<file path="config.mk">
export PLATFORM = sky130hd
export DESIGN_NAME = line_presence_filter
export DESIGN_NICKNAME = d
export VERILOG_FILES = /design/src/rtl/lpf_pkg.sv /design/src/rtl/lpf_fold_hash.sv /design/src/rtl/lpf_counter_bank.sv /design/src/rtl/lpf_presence_vec.sv /design/src/rtl/line_presence_filter.sv
export SDC_FILE = /design/constraint.sdc
export NUM_CORES = 2
export LEC_CHECK = 0
export ABC_AREA = 1
export CAP_MARGIN = 20
export CORE_AREA = 3 3 327 329
export CTS_CLUSTER_SIZE = 30
export DETAILED_ROUTE_END_ITERATION = 12
export DIE_AREA = 0 0 330 332
export PLACE_DENSITY = 0.69
export RECOVER_POWER = 100
export SYNTH_ARGS = -nofsm -noshare
export SYNTH_HDL_FRONTEND = slang
export SYNTH_SLANG_ARGS = --single-unit
</file>
<file path="constraint.sdc">
create_clock -name clk -period 4.8 [get_ports clk]
set_clock_uncertainty 0.15 [all_clocks]
set_input_delay 0.96 -clock clk [delete_from_list [all_inputs] [get_ports clk]]
set_output_delay 0.96 -clock clk [all_outputs]
set_load 0.02 [all_outputs]
</file>
<file path="src/rtl/lpf_pkg.sv">
package lpf_pkg;
  // Number of IDX_W-wide chunks needed to cover an ADDR_W-wide address.
  function automatic int chunk_count(input int addr_w, input int idx_w);
    return (addr_w + idx_w - 1) / idx_w;
  endfunction

  typedef enum logic {
    EV_EVICT = 1'b0,
    EV_ALLOC = 1'b1
  } upd_kind_e;
endpackage

</file>
<file path="src/rtl/lpf_fold_hash.sv">
module lpf_fold_hash #(
  parameter int ADDR_W = 26,
  parameter int IDX_W  = 8
) (
  input  logic [ADDR_W-1:0] addr,
  output logic [IDX_W-1:0]  idx
);
  localparam int NCH   = lpf_pkg::chunk_count(ADDR_W, IDX_W);
  localparam int PAD_W = NCH * IDX_W;

  logic [PAD_W-1:0] padded;
  logic [IDX_W-1:0] acc [NCH];

  always_comb begin
    padded = '0;
    padded[ADDR_W-1:0] = addr;
  end

  for (genvar g = 0; g < NCH; g++) begin : g_fold
    if (g == 0) begin : g_first
      assign acc[g] = padded[IDX_W-1:0];
    end else begin : g_rest
      assign acc[g] = acc[g-1] ^ padded[g*IDX_W +: IDX_W];
    end
  end

  assign idx = acc[NCH-1];
endmodule

</file>
<file path="src/rtl/lpf_counter_bank.sv">
module lpf_counter_bank #(
  parameter int IDX_W = 8,
  parameter int CNT_W = 3
) (
  input  logic             clk,
  input  logic             rst,
  input  logic             en,
  input  logic             inc,
  input  logic [IDX_W-1:0] idx,
  output logic             cross_we,
  output logic [IDX_W-1:0] cross_idx,
  output logic             cross_val,
  output logic             underflow
);
  localparam int DEPTH = 1 << IDX_W;
  localparam logic [CNT_W-1:0] CNT_MAX = '1;
  localparam logic [CNT_W-1:0] CNT_ONE = CNT_W'(1);

  logic [CNT_W-1:0] cnt [DEPTH];
  logic [CNT_W-1:0] cur;
  logic             at_zero, at_max, at_one;

  assign cur     = cnt[idx];
  assign at_zero = (cur == '0);
  assign at_max  = (cur == CNT_MAX);
  assign at_one  = (cur == CNT_ONE);

  // Counter storage: read-modify-write in one cycle, saturating both ways.
  always_ff @(posedge clk) begin
    if (rst) begin
      for (int i = 0; i < DEPTH; i++) cnt[i] <= '0;
    end else if (en) begin
      if (inc && !at_max)       cnt[idx] <= cur + CNT_ONE;
      else if (!inc && !at_zero) cnt[idx] <= cur - CNT_ONE;
    end
  end

  // Zero-boundary detector: uses the pre-update value and the direction.
  always_ff @(posedge clk) begin
    if (rst) begin
      cross_we  <= 1'b0;
      cross_idx <= '0;
      cross_val <= 1'b0;
      underflow <= 1'b0;
    end else begin
      cross_we  <= en && ((inc && at_zero) || (!inc && at_one));
      cross_idx <= idx;
      cross_val <= inc;
      underflow <= en && !inc && at_zero;
    end
  end
endmodule

</file>
<file path="src/rtl/lpf_presence_vec.sv">
module lpf_presence_vec #(
  parameter int IDX_W = 8
) (
  input  logic             clk,
  input  logic             rst,
  input  logic             we,
  input  logic [IDX_W-1:0] widx,
  input  logic             wval,
  input  logic             re,
  input  logic [IDX_W-1:0] ridx,
  output logic             rbit
);
  localparam int DEPTH = 1 << IDX_W;

  logic mem [DEPTH];

  // One write port, one registered read port; read returns the old bit.
  always_ff @(posedge clk) begin
    if (rst) begin
      for (int i = 0; i < DEPTH; i++) mem[i] <= 1'b0;
      rbit <= 1'b0;
    end else begin
      if (we) mem[widx] <= wval;
      if (re) rbit <= mem[ridx];
    end
  end
endmodule

</file>
<file path="src/rtl/line_presence_filter.sv">
module line_presence_filter #(
  parameter int ADDR_W = 26,
  parameter int IDX_W  = 8,
  parameter int CNT_W  = 3
) (
  input  logic              clk,
  input  logic              rst,
  input  logic              upd_valid,
  input  logic              upd_alloc,
  input  logic [ADDR_W-1:0] upd_addr,
  output logic              upd_underflow,
  input  logic              qry_valid,
  input  logic [ADDR_W-1:0] qry_addr,
  output logic              qry_done,
  output logic              qry_hit
);
  logic [IDX_W-1:0] upd_idx, qry_idx, vec_widx;
  logic             vec_we, vec_wval;

  // Counter-side hash copy
  lpf_fold_hash #(.ADDR_W(ADDR_W), .IDX_W(IDX_W)) u_hash_upd (
    .addr(upd_addr), .idx(upd_idx)
  );

  // Vector-side hash copy
  lpf_fold_hash #(.ADDR_W(ADDR_W), .IDX_W(IDX_W)) u_hash_qry (
    .addr(qry_addr), .idx(qry_idx)
  );

  lpf_counter_bank #(.IDX_W(IDX_W), .CNT_W(CNT_W)) u_cnt (
    .clk(clk), .rst(rst),
    .en(upd_valid),
    .inc(upd_alloc == lpf_pkg::EV_ALLOC),
    .idx(upd_idx),
    .cross_we(vec_we), .cross_idx(vec_widx), .cross_val(vec_wval),
    .underflow(upd_underflow)
  );

  lpf_presence_vec #(.IDX_W(IDX_W)) u_vec (
    .clk(clk), .rst(rst),
    .we(vec_we), .widx(vec_widx), .wval(vec_wval),
    .re(qry_valid), .ridx(qry_idx), .rbit(qry_hit)
  );

  always_ff @(posedge clk) begin
    if (rst) qry_done <= 1'b0;
    else     qry_done <= qry_valid;
  end
endmodule

</file>
Yosys cells after proc, flatten, opt, wreduce, memory -nomap -nowiden
Memories as Yosys holds them, arrays and structs flattened. A register that Yosys moved wholly into a read port is not among the register bits.
Cells that the tools add are included.
{"block": "classes", "eq_ne": 2, "addsub": 2, "bitwise_logic": 7, "n_reduce_logical": 14, "mux": 21}
{"op": "$xor A8 B8 Y8", "count": 4}
{"op": "$mux W1", "count": 17}
{"op": "$mux W8", "count": 2}
{"op": "$xor A8 B2 Y8", "count": 2}
{"op": "$logic_and A1 B1 Y1", "count": 7}
{"op": "$mux W3", "count": 2}
{"op": "$add A3 B1 Y3 const B", "count": 1}
{"op": "$eq A3 B1 Y1 const B", "count": 1}
{"op": "$eq A3 B3 Y1 const B", "count": 1}
{"op": "$logic_not A1 Y1", "count": 3}
{"op": "$logic_not A3 Y1", "count": 1}
{"op": "$reduce_or A3 Y1", "count": 1}
{"op": "$sub A3 B1 Y3 const B", "count": 1}
{"op": "$logic_or A1 B1 Y1", "count": 1}
{"op": "$or A1 B1 Y1", "count": 1}
{"op": "$reduce_or A1 Y1", "count": 1}
{"block": "totals", "reg_bits": 12, "word_cells": 53, "output_inout_bits": 3, "mem_bits_rw": 1024, "input_bits": 57, "n_memories": 2}
{"name": "u_cnt.cnt", "words": 256, "word_bits": 3, "read_ports": 1, "rd_ports_with_merged_regs": 0, "write_ports": 256, "line": "lpf_counter_bank.sv:19", "text": "logic [CNT_W-1:0] cnt [DEPTH];"}
{"name": "u_vec.mem", "words": 256, "word_bits": 1, "read_ports": 1, "rd_ports_with_merged_regs": 1, "write_ports": 256, "line": "lpf_presence_vec.sv:15", "text": "logic mem [DEPTH];"}

Logic depth before layout (Yosys ltp)
An unclocked memory read counts as a cell.
{"block": "depth", "ltp_word": 15, "ltp_mapped": 32, "depth_no_buf": 29}

Cells and area by module
Synthesis repeated with hierarchy kept, for this count alone.
{"block": "unflattened", "cells_unflattened": 5675, "hier_area_um2": 51079.0}
{"module": "lpf_counter_bank", "instances": 1, "cells_per_inst": 3916, "seq_area_each_um2": 23282.3, "area_per_inst_um2": 36507.5}
{"module": "lpf_presence_vec", "instances": 1, "cells_per_inst": 1588, "seq_area_each_um2": 7707.4, "area_per_inst_um2": 13865.8}
{"module": "lpf_fold_hash", "instances": 2, "cells_per_inst": 84, "seq_area_each_um2": 0.0, "area_per_inst_um2": 337.8}
{"module": "line_presence_filter", "instances": 1, "cells_per_inst": 3, "seq_area_each_um2": 20.0, "area_per_inst_um2": 30.0}

Least setup slack after synthesis
OpenSTA, ideal clock, no wires.
{"block": "synth_path", "path_type": "in2reg", "start": "in upd_addr[0]", "end": "mem u_cnt.cnt[208][0] (enable)", "arrival_ps": 4629, "cell_stages": 28, "path_buffers": 4, "setup_slack_ps": -281, "t_required_ps": 4347, "setup_time_ps": 303, "path_cell_list": "nand2_1 > inv_1 > nor2_1 > nand2_1 > nand2_4 > inv_2 > buf_2 > buf_2 > buf_1 > nand2_1 > a21oi_1 > o21ai_0 > nand2_1 > nor2_1 > nor2_1 > nor2_1 > nand2_1 > nand2_1 > nand2_1 > nor2_1 > inv_1 > ha_1 > o31ai_1 > inv_1 > nor3_1 > clkbuf_1 > nand2_1 > nand2_1"}
{"element": "start, declared", "line": "line_presence_filter.sv:10", "text": "input logic [ADDR_W-1:0] upd_addr,"}
{"element": "end, declared", "line": "lpf_counter_bank.sv:19"}

==> impl_metrics.env <==
export IMPL_status="complete, but fails checks"
export IMPL_violations="max-capacitance violations, max-slew violations, negative setup slack"
export IMPL_via_count=44792
export IMPL_synth_fa_ha_area_share_pct=0.0720
export IMPL_ant_nets=0
export IMPL_min_from="u_vec.rbit"
export IMPL_first_pass_iters=6
export IMPL_synth_area_mm2=0.0521
export IMPL_synth_xor_area_share_pct=0.586
export IMPL_rows=118
export IMPL_syn_num_nets=5892
export IMPL_rr_startpoint="u_cnt.cnt[207][0]"
export IMPL_setup_violations=19
export IMPL_die_w_um=330
export IMPL_max_slew_margin_pct=-21.7
export IMPL_place_congestion=0.907
export IMPL_dp_final_hpwl_um=97200
export IMPL_clock_sinks=1037
export IMPL_synth_compound_area_share_pct=4.84
export IMPL_fin_total_pwr_uw=27400
export IMPL_holdCritPathClass="reg2reg"
export IMPL_syn_instance_count=5832
export IMPL_drtIter0Drc=6379
export IMPL_placed_cell_area_mm2=0.0583
export IMPL_ys_types=32
export IMPL_antenna_found_initial=4
export IMPL_critPathTopFamily="simple AND/OR/NAND/NOR gates"
export IMPL_ir_worst_vdd_v=0.000405
export IMPL_area_delta_synth_final_pct=22.4
export IMPL_slowest_delay_ns=0.43
export IMPL_synth_area_top_cells="edfxtp_1 (59%), nand2_1 (13%), nor2_1 (5.4%)"
export IMPL_fp_dieH_um=332
export IMPL_fin_cells=7645
export IMPL_yosysTopAreaCellShare_pct=59.0
export IMPL_path_clk_slew_ns=0.06
export IMPL_synth_simple_area_share_pct=29.1
export IMPL_avgSynthCellArea_um2=8.93
export IMPL_fmax_ghz=0.208
export IMPL_grt_pass1_vias=41964
export IMPL_critPathRequiredTime_ns=5.02
export IMPL_synthMuxAreaShare_pct=0
export IMPL_powerDensity_mw_per_mm2=430
export IMPL_path_buf_inv=9
export IMPL_antenna_cells=0
export IMPL_period_minus_slack_ns=4.81
export IMPL_start_util_pct=50.2
export IMPL_max_cap_viol_count=10
export IMPL_design_area_mm2=0.0637
export IMPL_grt_pass1_wl_um=239000
export IMPL_clock_latency_ns=0.72
export IMPL_die_area_mm2=0.110
export IMPL_cp_start_kind="input pin"
export IMPL_synth_top_family_by_area="simple AND/OR/NAND/NOR gates"
export IMPL_tritoncts="done"
export IMPL_clock_path_buffers=3
export IMPL_hold_violations=0
export IMPL_drv_slew=330
export IMPL_cp_end_kind="register"
export IMPL_worst_slew_pin_slew_ns=1.83
export IMPL_clock_root_buffer="clkbuf_16"
export IMPL_cts_buffers=109
export IMPL_grt_max_degree=283
export IMPL_hold_worst_slack_ns=0.434
export IMPL_numPortBuffers=59
export IMPL_cts_max_level=3
export IMPL_io_pins=60
export IMPL_grt_util_all_layers_pct=28.3
export IMPL_synth_largest_area_cell="edfxtp_1"
export IMPL_postLayoutCoreUtil_pct=61.4
export IMPL_arrival_ns=5.03
export IMPL_p_leak_uw=0.0250
export IMPL_via_per_inst=5.86
export IMPL_worstSetupPathType="in2reg"
export IMPL_yosysSeqAreaShare_pct=59.5
export IMPL_final_layout_size_suffix_gt1_share_pct=19.4
export IMPL_nets=6239
export IMPL_synth_seq_cells=1037
export IMPL_grt_ovfl_total=0
export IMPL_place_inst=7373
export IMPL_wire_per_inst_um=21.6
export IMPL_critPathLaunch="upd_addr[3]"
export IMPL_worst_slack_ns=-0.0115
export IMPL_cp_max_fo=14
export IMPL_slowest_stage="clkdlybuf4s50_1"
export IMPL_wirelength_um=165000
export IMPL_min_period_over_period_pct=100
export IMPL_drc_errors=0
export IMPL_yosys_warnings=0
export IMPL_core_area_mm2=0.104
==> what timing repair did <==
action / CTS / global route
setup buffers: 5 / 50
pin swaps: 5 / 61
endpoints found under the setup margin: 1536 / 1537
hold buffers: 0 / 0
cloned: 3 / 18
gates resized for setup: 77 / 214
==> layer usage <==
| metal | up-vias | part of all wire (%) | GRT usage, % |
|---|---|---|---|
| met5 | - | 0.014 | 0 |
| met4 | 4 | 3.7 | 10.2 |
| met3 | 419 | 12 | 4.86 |
| met2 | 2764 | 46 | 44.8 |
| met1 | 21417 | 38 | 39.2 |
| li1 | 20188 | - | - |
==> cell usage after synthesis (all sizes together) <==
| cell | n |
|---|---|
| a21oi | 13 |
| a22oi | 10 |
| buf | 180 |
| clkbuf | 312 |
| dfxtp | 13 |
| edfxtp | 1024 |
| ha | 3 |
| inv | 222 |
| nand2 | 1814 |
| nand3 | 410 |
| nand3b | 69 |
| nand4 | 64 |
| nor2 | 943 |
| nor3 | 260 |
| o211ai | 38 |
| o21ai | 408 |
| o21bai | 5 |
| o22ai | 1 |
| o31ai | 1 |
| or2 | 8 |
| xnor2 | 11 |
| xor2 | 23 |
==> logic make-up (layout without fill, tap and decap cells) <==
logic type	Yosys count	in the layout
flops	1037	1037
xor+xnor	34	34
buf+inv	714	1146
fa+ha+maj	3	3
compound gates	476	476
simple gates	3568	3569
==> final timing paths <==
kind | slack [ns] | cells past startpoint | endpoint
max reg2reg | 1.06 | 28 | u_cnt.cnt[151][1]
max | -0.01 | 27 | u_cnt.cnt[151][1]
min | 0.43 | 4 | u_vec.rbit
min reg2reg | 0.43 | 4 | u_vec.rbit
==> worst reg2reg max path, delay by kind of cell, from the launching register on <==
kind	cells	cell delay, ns
and+or+nand+nor	18	1.76
buffers and inverters	7	0.72
DFF	1	0.34
adders and majority gates	1	0.18
AOI/OAI and AO/OA	2	0.24
==> report_power, final <==
| group | switching, µW | leakage [µW] | total, µW | internal (µW) |
|---|---|---|---|---|
| registers | 104 | 0.0107 | 10300 | 10200 |
| clock network | 3620 | 0.00167 | 8280 | 4670 |
| logic | 5670 | 0.0127 | 8790 | 3120 |
| total | 9390 | 0.0250 | 27400 | 18000 |
==> stage by stage <==
step	setup TNS, ns	worst slack [ns]
2_1_floorplan	-0.868	-0.0346
3_3_place_gp	-1527.05	-1.16
3_5_place_dp	-1587.99	-1.15
4_1_cts	-9.41	-0.0556
5_1_grt	-120.66	-0.183
6_report	-0.124	-0.0115
==> layout by cell type, fill, tap and decap left out, drive strengths merged <==
| cell | instances |
|---|---|
| clkinvlp | 5 |
| clkinv | 44 |
| edfxtp | 1024 |
| nor2 | 943 |
| o21bai | 5 |
| nand4 | 64 |
| xor2 | 23 |
| inv | 224 |
| xnor2 | 11 |
| bufinv | 7 |
| nand3b | 69 |
| nand3 | 410 |
| clkbuf | 173 |
| nor3 | 260 |
| o22ai | 1 |
| or2 | 8 |
| bufbuf | 1 |
| o21ai | 408 |
| ha | 3 |
| nand2 | 1815 |
| a21oi | 13 |
| o31ai | 1 |
| dlygate4sd3 | 4 |
| clkdlybuf4s50 | 45 |
| o211ai | 38 |
| buf | 633 |
| a22oi | 10 |
| dfxtp | 13 |
| dlymetal6s2s | 10 |
==> flip-flops by register name, summed over array words and instances, names as in the netlist <==
register / flops
u_cnt.cnt: 768
u_vec.mem: 256
u_cnt.cross_idx: 8
qry_done: 1
u_cnt.cross_val: 1
u_cnt.cross_we: 1
u_cnt.underflow: 1
u_vec.rbit: 1
==> cell type report <==
class                      instances  area, µm²
fill                            8494      40000
sequential                      1037      31000
multi-input combinational       4082      18900
timing repair buffer             727       7770
clock buffer                     139       2920
tap                             1380       1730
inverter                         222        855
clock inverter                    58        520
Power figures use the tool's default switching activity.
